<file path="config.mk">
export PLATFORM = sky130hd
export DESIGN_NAME = ptp_stamp_unit
export DESIGN_NICKNAME = d
export VERILOG_FILES = /design/src/rtl/ptp_stamp_pkg.sv /design/src/rtl/stamp_counter.sv /design/src/rtl/stamp_record.sv /design/src/rtl/stamp_regs.sv /design/src/rtl/ptp_stamp_unit.sv
export SDC_FILE = /design/constraint.sdc
export NUM_CORES = 1
export LEC_CHECK = 0
export ABC_AREA = 1
export ABC_CLOCK_PERIOD_IN_PS = 2100
export CAP_MARGIN = 20
export CORE_MARGIN = 1
export CORE_UTILIZATION = 35
export DETAILED_ROUTE_END_ITERATION = 16
export SLEW_MARGIN = 20
export SYNTH_ARGS = -nofsm -noshare
export SYNTH_HDL_FRONTEND = slang
export SYNTH_HIERARCHICAL = 1
export SYNTH_SLANG_ARGS = --single-unit
</file>
<file path="constraint.sdc">
create_clock -name clk -period 2.1 [get_ports clk]
set_clock_uncertainty 0.1 [all_clocks]
set_input_delay 0.42 -clock clk [delete_from_list [all_inputs] [get_ports clk]]
set_output_delay 0.42 -clock clk [all_outputs]
set_load 0.01 [all_outputs]
</file>
<file path="src/rtl/ptp_stamp_pkg.sv">
package ptp_stamp_pkg;

  localparam int WORD_W  = 16;
  localparam int TIME_W  = 32;
  localparam int MSG_W   = 4;
  localparam int NUM_REC = 3;
  localparam int REC_DEP = NUM_REC - 1;

  typedef enum logic [1:0] {
    ST_NORMAL  = 2'b00,
    ST_OVERRUN = 2'b01
  } stamp_status_e;

  typedef struct packed {
    logic                valid;
    stamp_status_e       status;
    logic [TIME_W-1:0]   stamp;
    logic [WORD_W-1:0]   seq;
  } stamp_rec_t;

  // A frame qualifies when strobed, enabled, EtherType matches and type is in the mask.
  function automatic logic frame_qualifies(
    input logic               sof,
    input logic               enabled,
    input logic [WORD_W-1:0]  etype,
    input logic [WORD_W-1:0]  etype_cfg,
    input logic [MSG_W-1:0]   msgtype,
    input logic [WORD_W-1:0]  type_mask
  );
    return sof && enabled && (etype == etype_cfg) && type_mask[msgtype];
  endfunction

  function automatic logic [WORD_W-1:0] status_word(input stamp_rec_t r);
    logic [WORD_W-1:0] w;
    w      = '0;
    w[0]   = r.valid;
    w[2:1] = r.status;
    return w;
  endfunction

  // Word select within a record: 0 status, 1 time low, 2 time high, 3 sequence.
  function automatic logic [WORD_W-1:0] rec_word(input stamp_rec_t r, input logic [1:0] sel);
    case (sel)
      2'd0:    return status_word(r);
      2'd1:    return r.stamp[WORD_W-1:0];
      2'd2:    return r.stamp[TIME_W-1:WORD_W];
      default: return r.seq;
    endcase
  endfunction

endpackage

</file>
<file path="src/rtl/stamp_counter.sv">
module stamp_counter #(
  parameter int W = 32
) (
  input  logic         clk,
  input  logic         rst_n,
  output logic [W-1:0] time_q
);

  always_ff @(posedge clk) begin
    if (!rst_n) time_q <= '0;
    else        time_q <= time_q + W'(1);
  end

endmodule

</file>
<file path="src/rtl/stamp_record.sv">
module stamp_record
  import ptp_stamp_pkg::*;
(
  input  logic               clk,
  input  logic               rst_n,
  input  logic               cap,
  input  logic [TIME_W-1:0]  cap_stamp,
  input  logic [WORD_W-1:0]  cap_seq,
  input  logic               clr,
  output stamp_rec_t         rec,
  output logic               fill_evt,
  output logic               ovf_evt
);

  logic live_valid;

  // A clear in the same cycle frees the record before the capture looks at it.
  assign live_valid = rec.valid && !clr;
  assign fill_evt   = cap && !live_valid;
  assign ovf_evt    = cap && live_valid;

  always_ff @(posedge clk) begin
    if (!rst_n) begin
      rec <= '0;
    end else if (fill_evt) begin
      rec.valid  <= 1'b1;
      rec.status <= ST_NORMAL;
      rec.stamp  <= cap_stamp;
      rec.seq    <= cap_seq;
    end else if (ovf_evt) begin
      rec.status <= ST_OVERRUN;
    end else if (clr) begin
      rec <= '0;
    end
  end

endmodule

</file>
<file path="src/rtl/stamp_regs.sv">
module stamp_regs
  import ptp_stamp_pkg::*;
#(
  parameter int               ADDR_W      = 5,
  parameter logic [15:0]      ETYPE_RESET = 16'h88F7,
  parameter logic [15:0]      MASK_RESET  = 16'h000F,
  parameter logic [15:0]      STEER_RESET = 16'h0000
) (
  input  logic               clk,
  input  logic               rst_n,
  input  logic               reg_wr,
  input  logic               reg_rd,
  input  logic [ADDR_W-1:0]  reg_addr,
  input  logic [WORD_W-1:0]  reg_wdata,
  input  stamp_rec_t         recs [NUM_REC],
  output logic [WORD_W-1:0]  reg_rdata,
  output logic               global_off,
  output logic               port_off,
  output logic [WORD_W-1:0]  etype_cfg,
  output logic [WORD_W-1:0]  type_mask,
  output logic [WORD_W-1:0]  steer_mask,
  output logic [NUM_REC-1:0] rec_clr
);

  localparam int REC_IDX_W = 2;
  localparam logic [ADDR_W-1:0] A_CTRL  = ADDR_W'(0);
  localparam logic [ADDR_W-1:0] A_ETYPE = ADDR_W'(1);
  localparam logic [ADDR_W-1:0] A_MASK  = ADDR_W'(2);
  localparam logic [ADDR_W-1:0] A_STEER = ADDR_W'(3);
  localparam logic [ADDR_W-1:0] A_PORT  = ADDR_W'(4);

  logic                  in_rec;
  logic [REC_IDX_W-1:0]  rec_idx;
  logic [1:0]            rec_sel;
  logic [WORD_W-1:0]     rd_mux;

  assign in_rec  = reg_addr[ADDR_W-1];
  assign rec_idx = reg_addr[3:2];
  assign rec_sel = reg_addr[1:0];

  always_ff @(posedge clk) begin
    if (!rst_n) begin
      global_off <= 1'b1;
      port_off   <= 1'b1;
      etype_cfg  <= ETYPE_RESET;
      type_mask  <= MASK_RESET;
      steer_mask <= STEER_RESET;
    end else if (reg_wr) begin
      case (reg_addr)
        A_CTRL:  global_off <= reg_wdata[0];
        A_ETYPE: etype_cfg  <= reg_wdata;
        A_MASK:  type_mask  <= reg_wdata;
        A_STEER: steer_mask <= reg_wdata;
        A_PORT:  port_off   <= reg_wdata[0];
        default: ;
      endcase
    end
  end

  // Only a zero written to a status word frees a record.
  for (genvar g = 0; g < NUM_REC; g++) begin : g_clr
    assign rec_clr[g] = reg_wr && in_rec && (rec_idx == REC_IDX_W'(g)) &&
                        (rec_sel == 2'd0) && (reg_wdata == '0);
  end

  always_comb begin
    rd_mux = '0;
    if (in_rec) begin
      for (int i = 0; i < NUM_REC; i++) begin
        if (rec_idx == REC_IDX_W'(i)) rd_mux = rec_word(recs[i], rec_sel);
      end
    end else begin
      case (reg_addr)
        A_CTRL:  rd_mux = {{(WORD_W-1){1'b0}}, global_off};
        A_ETYPE: rd_mux = etype_cfg;
        A_MASK:  rd_mux = type_mask;
        A_STEER: rd_mux = steer_mask;
        A_PORT:  rd_mux = {{(WORD_W-1){1'b0}}, port_off};
        default: rd_mux = '0;
      endcase
    end
  end

  always_ff @(posedge clk) begin
    if (!rst_n)      reg_rdata <= '0;
    else if (reg_rd) reg_rdata <= rd_mux;
  end

endmodule

</file>
<file path="src/rtl/ptp_stamp_unit.sv">
module ptp_stamp_unit
  import ptp_stamp_pkg::*;
#(
  parameter int          ADDR_W      = 5,
  parameter logic [15:0] ETYPE_RESET = 16'h88F7,
  parameter logic [15:0] MASK_RESET  = 16'h000F
) (
  input  logic               clk,
  input  logic               rst_n,
  input  logic               rx_sof,
  input  logic [15:0]        rx_etype,
  input  logic [3:0]         rx_msgtype,
  input  logic [15:0]        rx_seqid,
  input  logic               tx_sof,
  input  logic [15:0]        tx_etype,
  input  logic [3:0]         tx_msgtype,
  input  logic [15:0]        tx_seqid,
  input  logic               reg_wr,
  input  logic               reg_rd,
  input  logic [ADDR_W-1:0]  reg_addr,
  input  logic [15:0]        reg_wdata,
  output logic [15:0]        reg_rdata,
  output logic [31:0]        cur_time
);

  logic               global_off;
  logic               port_off;
  logic               cap_enabled;
  logic [WORD_W-1:0]  etype_cfg;
  logic [WORD_W-1:0]  type_mask;
  logic [WORD_W-1:0]  steer_mask;
  logic               rx_hit;
  logic               rx_steer;
  logic               tx_hit;
  logic [NUM_REC-1:0] cap_vec;
  logic [NUM_REC-1:0] rec_clr;
  logic [NUM_REC-1:0] fill_vec;
  logic [NUM_REC-1:0] ovf_vec;
  stamp_rec_t         recs [NUM_REC];

  // Flattened record state for the checker.
  logic [NUM_REC-1:0]             rec_valid_w;
  logic [NUM_REC-1:0][1:0]        rec_status_w;
  logic [NUM_REC-1:0][TIME_W-1:0] rec_stamp_w;
  logic [NUM_REC-1:0][WORD_W-1:0] rec_seq_w;

  stamp_counter #(.W(TIME_W)) u_counter (
    .clk    (clk),
    .rst_n  (rst_n),
    .time_q (cur_time)
  );

  stamp_regs #(
    .ADDR_W      (ADDR_W),
    .ETYPE_RESET (ETYPE_RESET),
    .MASK_RESET  (MASK_RESET),
    .STEER_RESET (16'h0000)
  ) u_regs (
    .clk        (clk),
    .rst_n      (rst_n),
    .reg_wr     (reg_wr),
    .reg_rd     (reg_rd),
    .reg_addr   (reg_addr),
    .reg_wdata  (reg_wdata),
    .recs       (recs),
    .reg_rdata  (reg_rdata),
    .global_off (global_off),
    .port_off   (port_off),
    .etype_cfg  (etype_cfg),
    .type_mask  (type_mask),
    .steer_mask (steer_mask),
    .rec_clr    (rec_clr)
  );

  assign cap_enabled = !global_off && !port_off;
  assign rx_hit   = frame_qualifies(rx_sof, cap_enabled, rx_etype, etype_cfg, rx_msgtype, type_mask);
  assign tx_hit   = frame_qualifies(tx_sof, cap_enabled, tx_etype, etype_cfg, tx_msgtype, type_mask);
  assign rx_steer = steer_mask[rx_msgtype];

  assign cap_vec[0]       = rx_hit && !rx_steer;
  assign cap_vec[1]       = rx_hit && rx_steer;
  assign cap_vec[REC_DEP] = tx_hit;

  for (genvar g = 0; g < NUM_REC; g++) begin : g_rec
    logic [WORD_W-1:0] seq_in;
    if (g == REC_DEP) begin : g_dep
      assign seq_in = tx_seqid;
    end else begin : g_arr
      assign seq_in = rx_seqid;
    end

    stamp_record u_rec (
      .clk       (clk),
      .rst_n     (rst_n),
      .cap       (cap_vec[g]),
      .cap_stamp (cur_time),
      .cap_seq   (seq_in),
      .clr       (rec_clr[g]),
      .rec       (recs[g]),
      .fill_evt  (fill_vec[g]),
      .ovf_evt   (ovf_vec[g])
    );

    assign rec_valid_w[g]  = recs[g].valid;
    assign rec_status_w[g] = recs[g].status;
    assign rec_stamp_w[g]  = recs[g].stamp;
    assign rec_seq_w[g]    = recs[g].seq;
  end

endmodule

</file>
Yosys cells after proc, flatten, opt, wreduce, memory -nomap -nowiden
Index checks and enable logic that the tools add are counted.

Muxes and demuxes: 29. Reduce and logical (&&, ||, !) cells: 58. Magnitude comparators: 2. Bitwise operators: 1. Equal/unequal tests: 13. Add/subtract/negate cells: 1.

Operator list (number): $mux W51 (6); $mux W48 (3); $pmux W16 S3 (3); $pmux W16 S5 (1); $mux W16 (4); $add A32 B1 Y32 const B (1); $eq A16 B16 Y1 (2); $logic_and A1 B1 Y1 (28); $logic_not A16 Y1 (1); $reduce_and A2 Y1 (8); $bmux W1 S4 (3); $reduce_bool A2 Y1 (6); $eq A5 B2 Y1 const B (2); $lt A4 B5 Y1 const B (2); $logic_not A1 Y1 (9); $mux W1 (6); $mux W2 (3); $ne A2 B1 Y1 const B (3); $reduce_or A2 Y1 (3); $eq A5 B1 Y1 const B (1); $eq A5 B3 Y1 const B (1); $logic_not A5 Y1 (1); $eq A2 B1 Y1 const B (2); $eq A2 B2 Y1 const B (2); other kinds (2) (3).

Output and inout port bits: 48. Register bits: 248. Logic and storage cells: 123. Input bits: 99.

Logic depth before layout (Yosys ltp)
Depth after elaboration: 10. Depth in mapped cells: 16. Mapped depth without buffers: 12.

Cells and area by module
The synthesis kept the hierarchy.

By module, submodules not included: stamp_record (area each 2227.1 um^2, cells each 331, times used 3); stamp_regs (area each 4120.2 um^2, cells each 703, times used 1); stamp_counter (area each 1674.1 um^2, cells each 249, times used 1); ptp_stamp_unit (area each 964.7 um^2, cells each 206, times used 1).

Worst setup path after synthesis
Ideal clock, no wire load.

Kind: in2reg. Start point: in reg_addr[0]. End point: reg g_rec[0].u_rec/rec[16] in the netlist's numbering. Setup time: 0.059 ns. Path buffers: 2. Stages: 11. Arrival time: 1.974 ns. Setup slack: -0.033 ns. Cells stage by stage: nor2_1 -> buf_2 -> inv_1 -> nor4_1 -> nand4_1 -> nor2_1 -> inv_1 -> nand2_1 -> clkbuf_1 -> nand3_1 -> nand2_1.

Longest elaborated chain between the ends: 9. Elaborated cells between the ends (all ways): 12. Those cells by class: 1 x eq/ne; 1 x mux; 10 x reduce/logical.

Ends and longest elaborated chain: start: declaration (line ptp_stamp_unit.sv:20) `input logic [ADDR_W-1:0] reg_addr,`; $logic_not A2 Y1 (*) (line stamp_regs.sv:63) `(rec_sel == 2'd0) && (reg_wdata == '0);`; $logic_and A1 B1 Y1 (*) (line stamp_regs.sv:62) `assign rec_clr[g] = reg_wr && in_rec && (rec_idx == REC_IDX_W'(g)) &&`; $logic_and A1 B1 Y1 (*) (line stamp_regs.sv:63); net rec_clr[0] (line ptp_stamp_unit.sv:36) `logic [NUM_REC-1:0] rec_clr;`; $logic_not A1 Y1 (line stamp_record.sv:18) `assign live_valid = rec.valid && !clr;`; $logic_and A1 B1 Y1 (line stamp_record.sv:18); $logic_not A1 Y1 (line stamp_record.sv:19) `assign fill_evt = cap && !live_valid;`; $logic_and A1 B1 Y1 (line stamp_record.sv:19); $ne A2 B1 Y1 (no line) / $reduce_bool A2 Y1 (equally long branches); $reduce_and A2 Y1 (no line); end: declaration (line stamp_record.sv:10) `output stamp_rec_t rec,`.

Mark *: on every way through the listed nets, which the timed path passes. The rest lies on a longest branch. A chain may end at the register's enable or synchronous reset.

Final worst setup path
Start point: reg u_regs.etype_cfg[15]. End point: reg g_rec[1].u_rec/rec[47] in the netlist's numbering.

Longest elaborated chain between the ends: 7. Elaborated cells between the ends (all ways): 10. Those cells by class: 2 x eq/ne; 1 x mux; 7 x reduce/logical.

Ends and longest elaborated chain: start: declaration (line stamp_regs.sv:19) `output logic [WORD_W-1:0] etype_cfg,`; start signal: assignment (line stamp_regs.sv:51) `A_ETYPE: etype_cfg <= reg_wdata;`; $eq A16 B16 Y1 (*) (line ptp_stamp_pkg.sv:30) `return sof && enabled && (etype == etype_cfg) && type_mask[msgtype];`; $logic_and A1 B1 Y1 (*) (2 in a row) (line ptp_stamp_pkg.sv:30); $logic_and A1 B1 Y1 (*) (line ptp_stamp_unit.sv:81) `assign cap_vec[1] = rx_hit && rx_steer;`; net cap_vec[1] (line ptp_stamp_unit.sv:35) `logic [NUM_REC-1:0] cap_vec;`; $logic_and A1 B1 Y1 (on tied branches) (line stamp_record.sv:20, stamp_record.sv:19); $ne A2 B1 Y1 (no line) / $reduce_bool A2 Y1 (equally long branches); $reduce_and A2 Y1 (no line); end: declaration (line stamp_record.sv:10).

Marked as above.

==> impl_summary.log <==
[metrics] result of the run: complete, but fails checks
[metrics] violations in the final reports: setup timing
[metrics] count of non-filler cells in the finished layout: 2,914
[metrics] Power per Cell Area: 586 nW/µm²
[metrics] Crit Path Class: reg2reg
[metrics] Setup-failing EPs final: 62
[metrics] total number of vias: 14,973
[metrics] Final Critical Period: 2.14 ns
[metrics] final worst-path cycle share: 102%
[metrics] CTS Buf Count: 29
[metrics] floorplan die width: 198 µm
[metrics] Tot GR Track Use: 25.6%
[metrics] DRC violation count after routing: 0
[metrics] post-synthesis instance total: 2,145
[metrics] die footprint: 39,100 µm²
[metrics] Pre-antenna DRT Iters: 6
[metrics] worst min path class: in2reg
[metrics] Util after Layout: 50.0%
[metrics] wire length of the first global-routing pass: 77.6 mm
[metrics] floorplan die height: 198 µm
[metrics] area taken by flip-flops and latches: 5020 µm²
[metrics] initial antenna violation count: 0
[metrics] final wirelength: 53.2 mm
[metrics] number of placed cells counting well taps: 2,828
[metrics] dpl cell area: 16,400 µm²
[metrics] tightest hold margin: 0.110 ns
[metrics] leakage power: 9.16 nW
[metrics] FF-to-FF path depth: 14
[metrics] pin count of the biggest net entering global routing: 108
[metrics] category of the worst setup path capture point: register
[metrics] antenna diode instance count: 0
[metrics] IR drop worst, VDD: 0.620 mV
[metrics] initial cell density of the core: 35.6%
[metrics] biggest fanout along the worst timing path: 9
[metrics] Least-Margin Pin Slew: 0.506 ns
[metrics] worst path arrival time: 2.51 ns
[metrics] final number of hold-violating endpoints: 0
[metrics] number of port buffers: 146
[metrics] share of layout cells above drive strength 1: 18.7%
[metrics] launching element type of the critical path: register
[metrics] final setup slack of the worst path: -0.0396 ns
[metrics] Antenna Nets Post-Route: 0
[metrics] routed wirelength normalized by instance count: 18.3 µm
[metrics] Root Buffer Master: clkbuf_16
[metrics] number of placement rows: 71
[metrics] Congestion Overflow GR: 0
[metrics] hold-critical path depth: 3
[metrics] cell area after layout: 18,800 µm²
[metrics] worst slew margin relative to its limit: 65.9%
[metrics] Power, Total: 11.1 mW
[metrics] critical path required time: 2.47 ns
[metrics] Maximum Capacitance Violations: 0
[metrics] post-layout net count: 2,483
[metrics] synthesis warning total: 6
[metrics] combined area of the multi-input logic cells: 7640 µm²
[metrics] area grow syn2layout: 40.5%
[metrics] via count normalized by instance count: 5.14
[metrics] via count of the first global-routing pass: 13,750
[metrics] unrepaired setup endpoints after global routing: yes
[metrics] maximum buffer depth of the clock tree: 3
[metrics] placer's final routability congestion estimate: 0.970
[metrics] clock-pin slew on the worst setup and hold paths: 0.06 ns
[metrics] floorplan core area: 37,700 µm²
[metrics] CTS tree: built
[metrics] number of DRC markers after the initial detailed-route iteration: 1,532
[metrics] # IOs: 147
[metrics] number of max-slew violations in the final report: 0
[metrics] syn avg cell area: 6.25 µm²
[metrics] Net Count, Synth: 2,245
[metrics] number of sinks driven by the clock tree: 248
[metrics] Hold-fix buffers, CTS: 0
[metrics] number of levels in the clock H-tree: 1
[metrics] post-detail-place hpwl: 35.8 mm
[metrics] Worst-Skew Late Latency: 0.57 ns
[metrics] Achievable Freq: 467 MHz
[metrics] area of the mapped netlist: 13,400 µm²
[metrics] count of fill cells added during filler insertion: 3,817
-- placed cells by master (no fill, tap or decap), types with 3 or more instances in the layout --
cell type,n
nor4_1,3
nor2_1,153
xor2_1,9
nand2_4,8
o21ai_1,6
clkinv_2,9
bufinv_16,4
clkbuf_1,5
nor2_8,4
nor3_1,4
o211ai_1,4
buf_6,13
clkdlybuf4s50_1,137
buf_4,118
buf_12,33
nand4_1,7
and2_1,3
o21ai_0,64
dfxtp_2,20
a21oi_1,64
dfxtp_1,221
nand2_2,10
xnor2_1,8
buf_16,6
inv_1,196
nand3_2,107
nor2_4,15
nand3_4,3
dfxtp_4,7
inv_2,15
clkbuf_16,42
conb_1,3
buf_8,5
nor2_2,15
dlymetal6s2s_1,8
nand2_1,732
nand3_1,317
-- state kept, by name, indices dropped and copies added, names as in the netlist --
signal / flops
u_regs/port_off: 1
u_counter/time_q: 32
g_rec.u_rec/rec: 150
u_regs/steer_mask: 16
u_regs/global_off: 1
u_regs/type_mask: 16
u_regs/reg_rdata: 16
u_regs/etype_cfg: 16
-- worst paths after layout --
| kind | from | endpoint | slack [ns] |
|---|---|---|---|
| max | u_regs/etype_cfg[15] | g_rec[1].u_rec/rec[47] | -0.04 |
| max reg2reg | u_regs/etype_cfg[15] | g_rec[1].u_rec/rec[47] | -0.04 |
| min reg2reg | g_rec[1].u_rec/rec[24] | g_rec[1].u_rec/rec[24] | 0.35 |
| min | rst_n | g_rec[0].u_rec/rec[50] | 0.11 |
-- final cells by class --
type                    count  area share (%)
inverters                 216            4.36
clock inverters            15            1.06
multi-input cells        1554            40.5
repair buffers            334            20.0
well taps                 511            3.39
clock buffers              36            4.10
flip-flops and latches    248            26.6
-- worst max-delay path, stage by stage, from the launching register on --
cell and delay [ns]:
dfxtp_4 0.36, inv_4 0.06, nand2_1 0.04, nand2_1 0.05, nand2_1 0.06, nor2_2 0.13
nand2_1 0.08, nor2_2 0.13, nand4_1 0.19, buf_4 0.22, nor2_4 0.17, nand2_4 0.12
clkbuf_16 0.19, nand3_1 0.08, nand2_1 0.05
-- timing repair --
item / 4_1_cts / 5_1_grt
pin swaps: 3 / 72
endpoints found under the setup margin: 165 / 158
buffers inserted: 3 / 6
gates resized for setup: 59 / 161
gates cloned: 6 / 20
-- per-layer routing --
metal	vias to the layer above	wire, µm	track usage, %
met3	132	3720	2.91
met1	6926	22100	33.2
met5	-	0	0
li1	7255	-	-
met2	660	25100	43.5
met4	0	2340	9.30
-- metrics by stage --
stage	TNS, ns	worst slack (ns)
finish	-0.871	-0.0396
global route	-10.74	-0.132
CTS	-0.182	-0.0279
detailed placement	-103.22	-0.655
global placement	-102.23	-0.638
floorplan	0	0.0391
-- where the power goes --
| part | internal, mW | total (mW) | leakage, nW | switching [mW] |
|---|---|---|---|---|
| Clock | 3.10 | 5.25 | 0.481 | 2.14 |
| Combinational | 0.461 | 1.04 | 6.67 | 0.580 |
| Sequential | 4.73 | 4.76 | 2.01 | 0.0329 |
| Total | 8.29 | 11.1 | 9.16 | 2.76 |
Note: power is estimated with default switching activity, not from simulation.
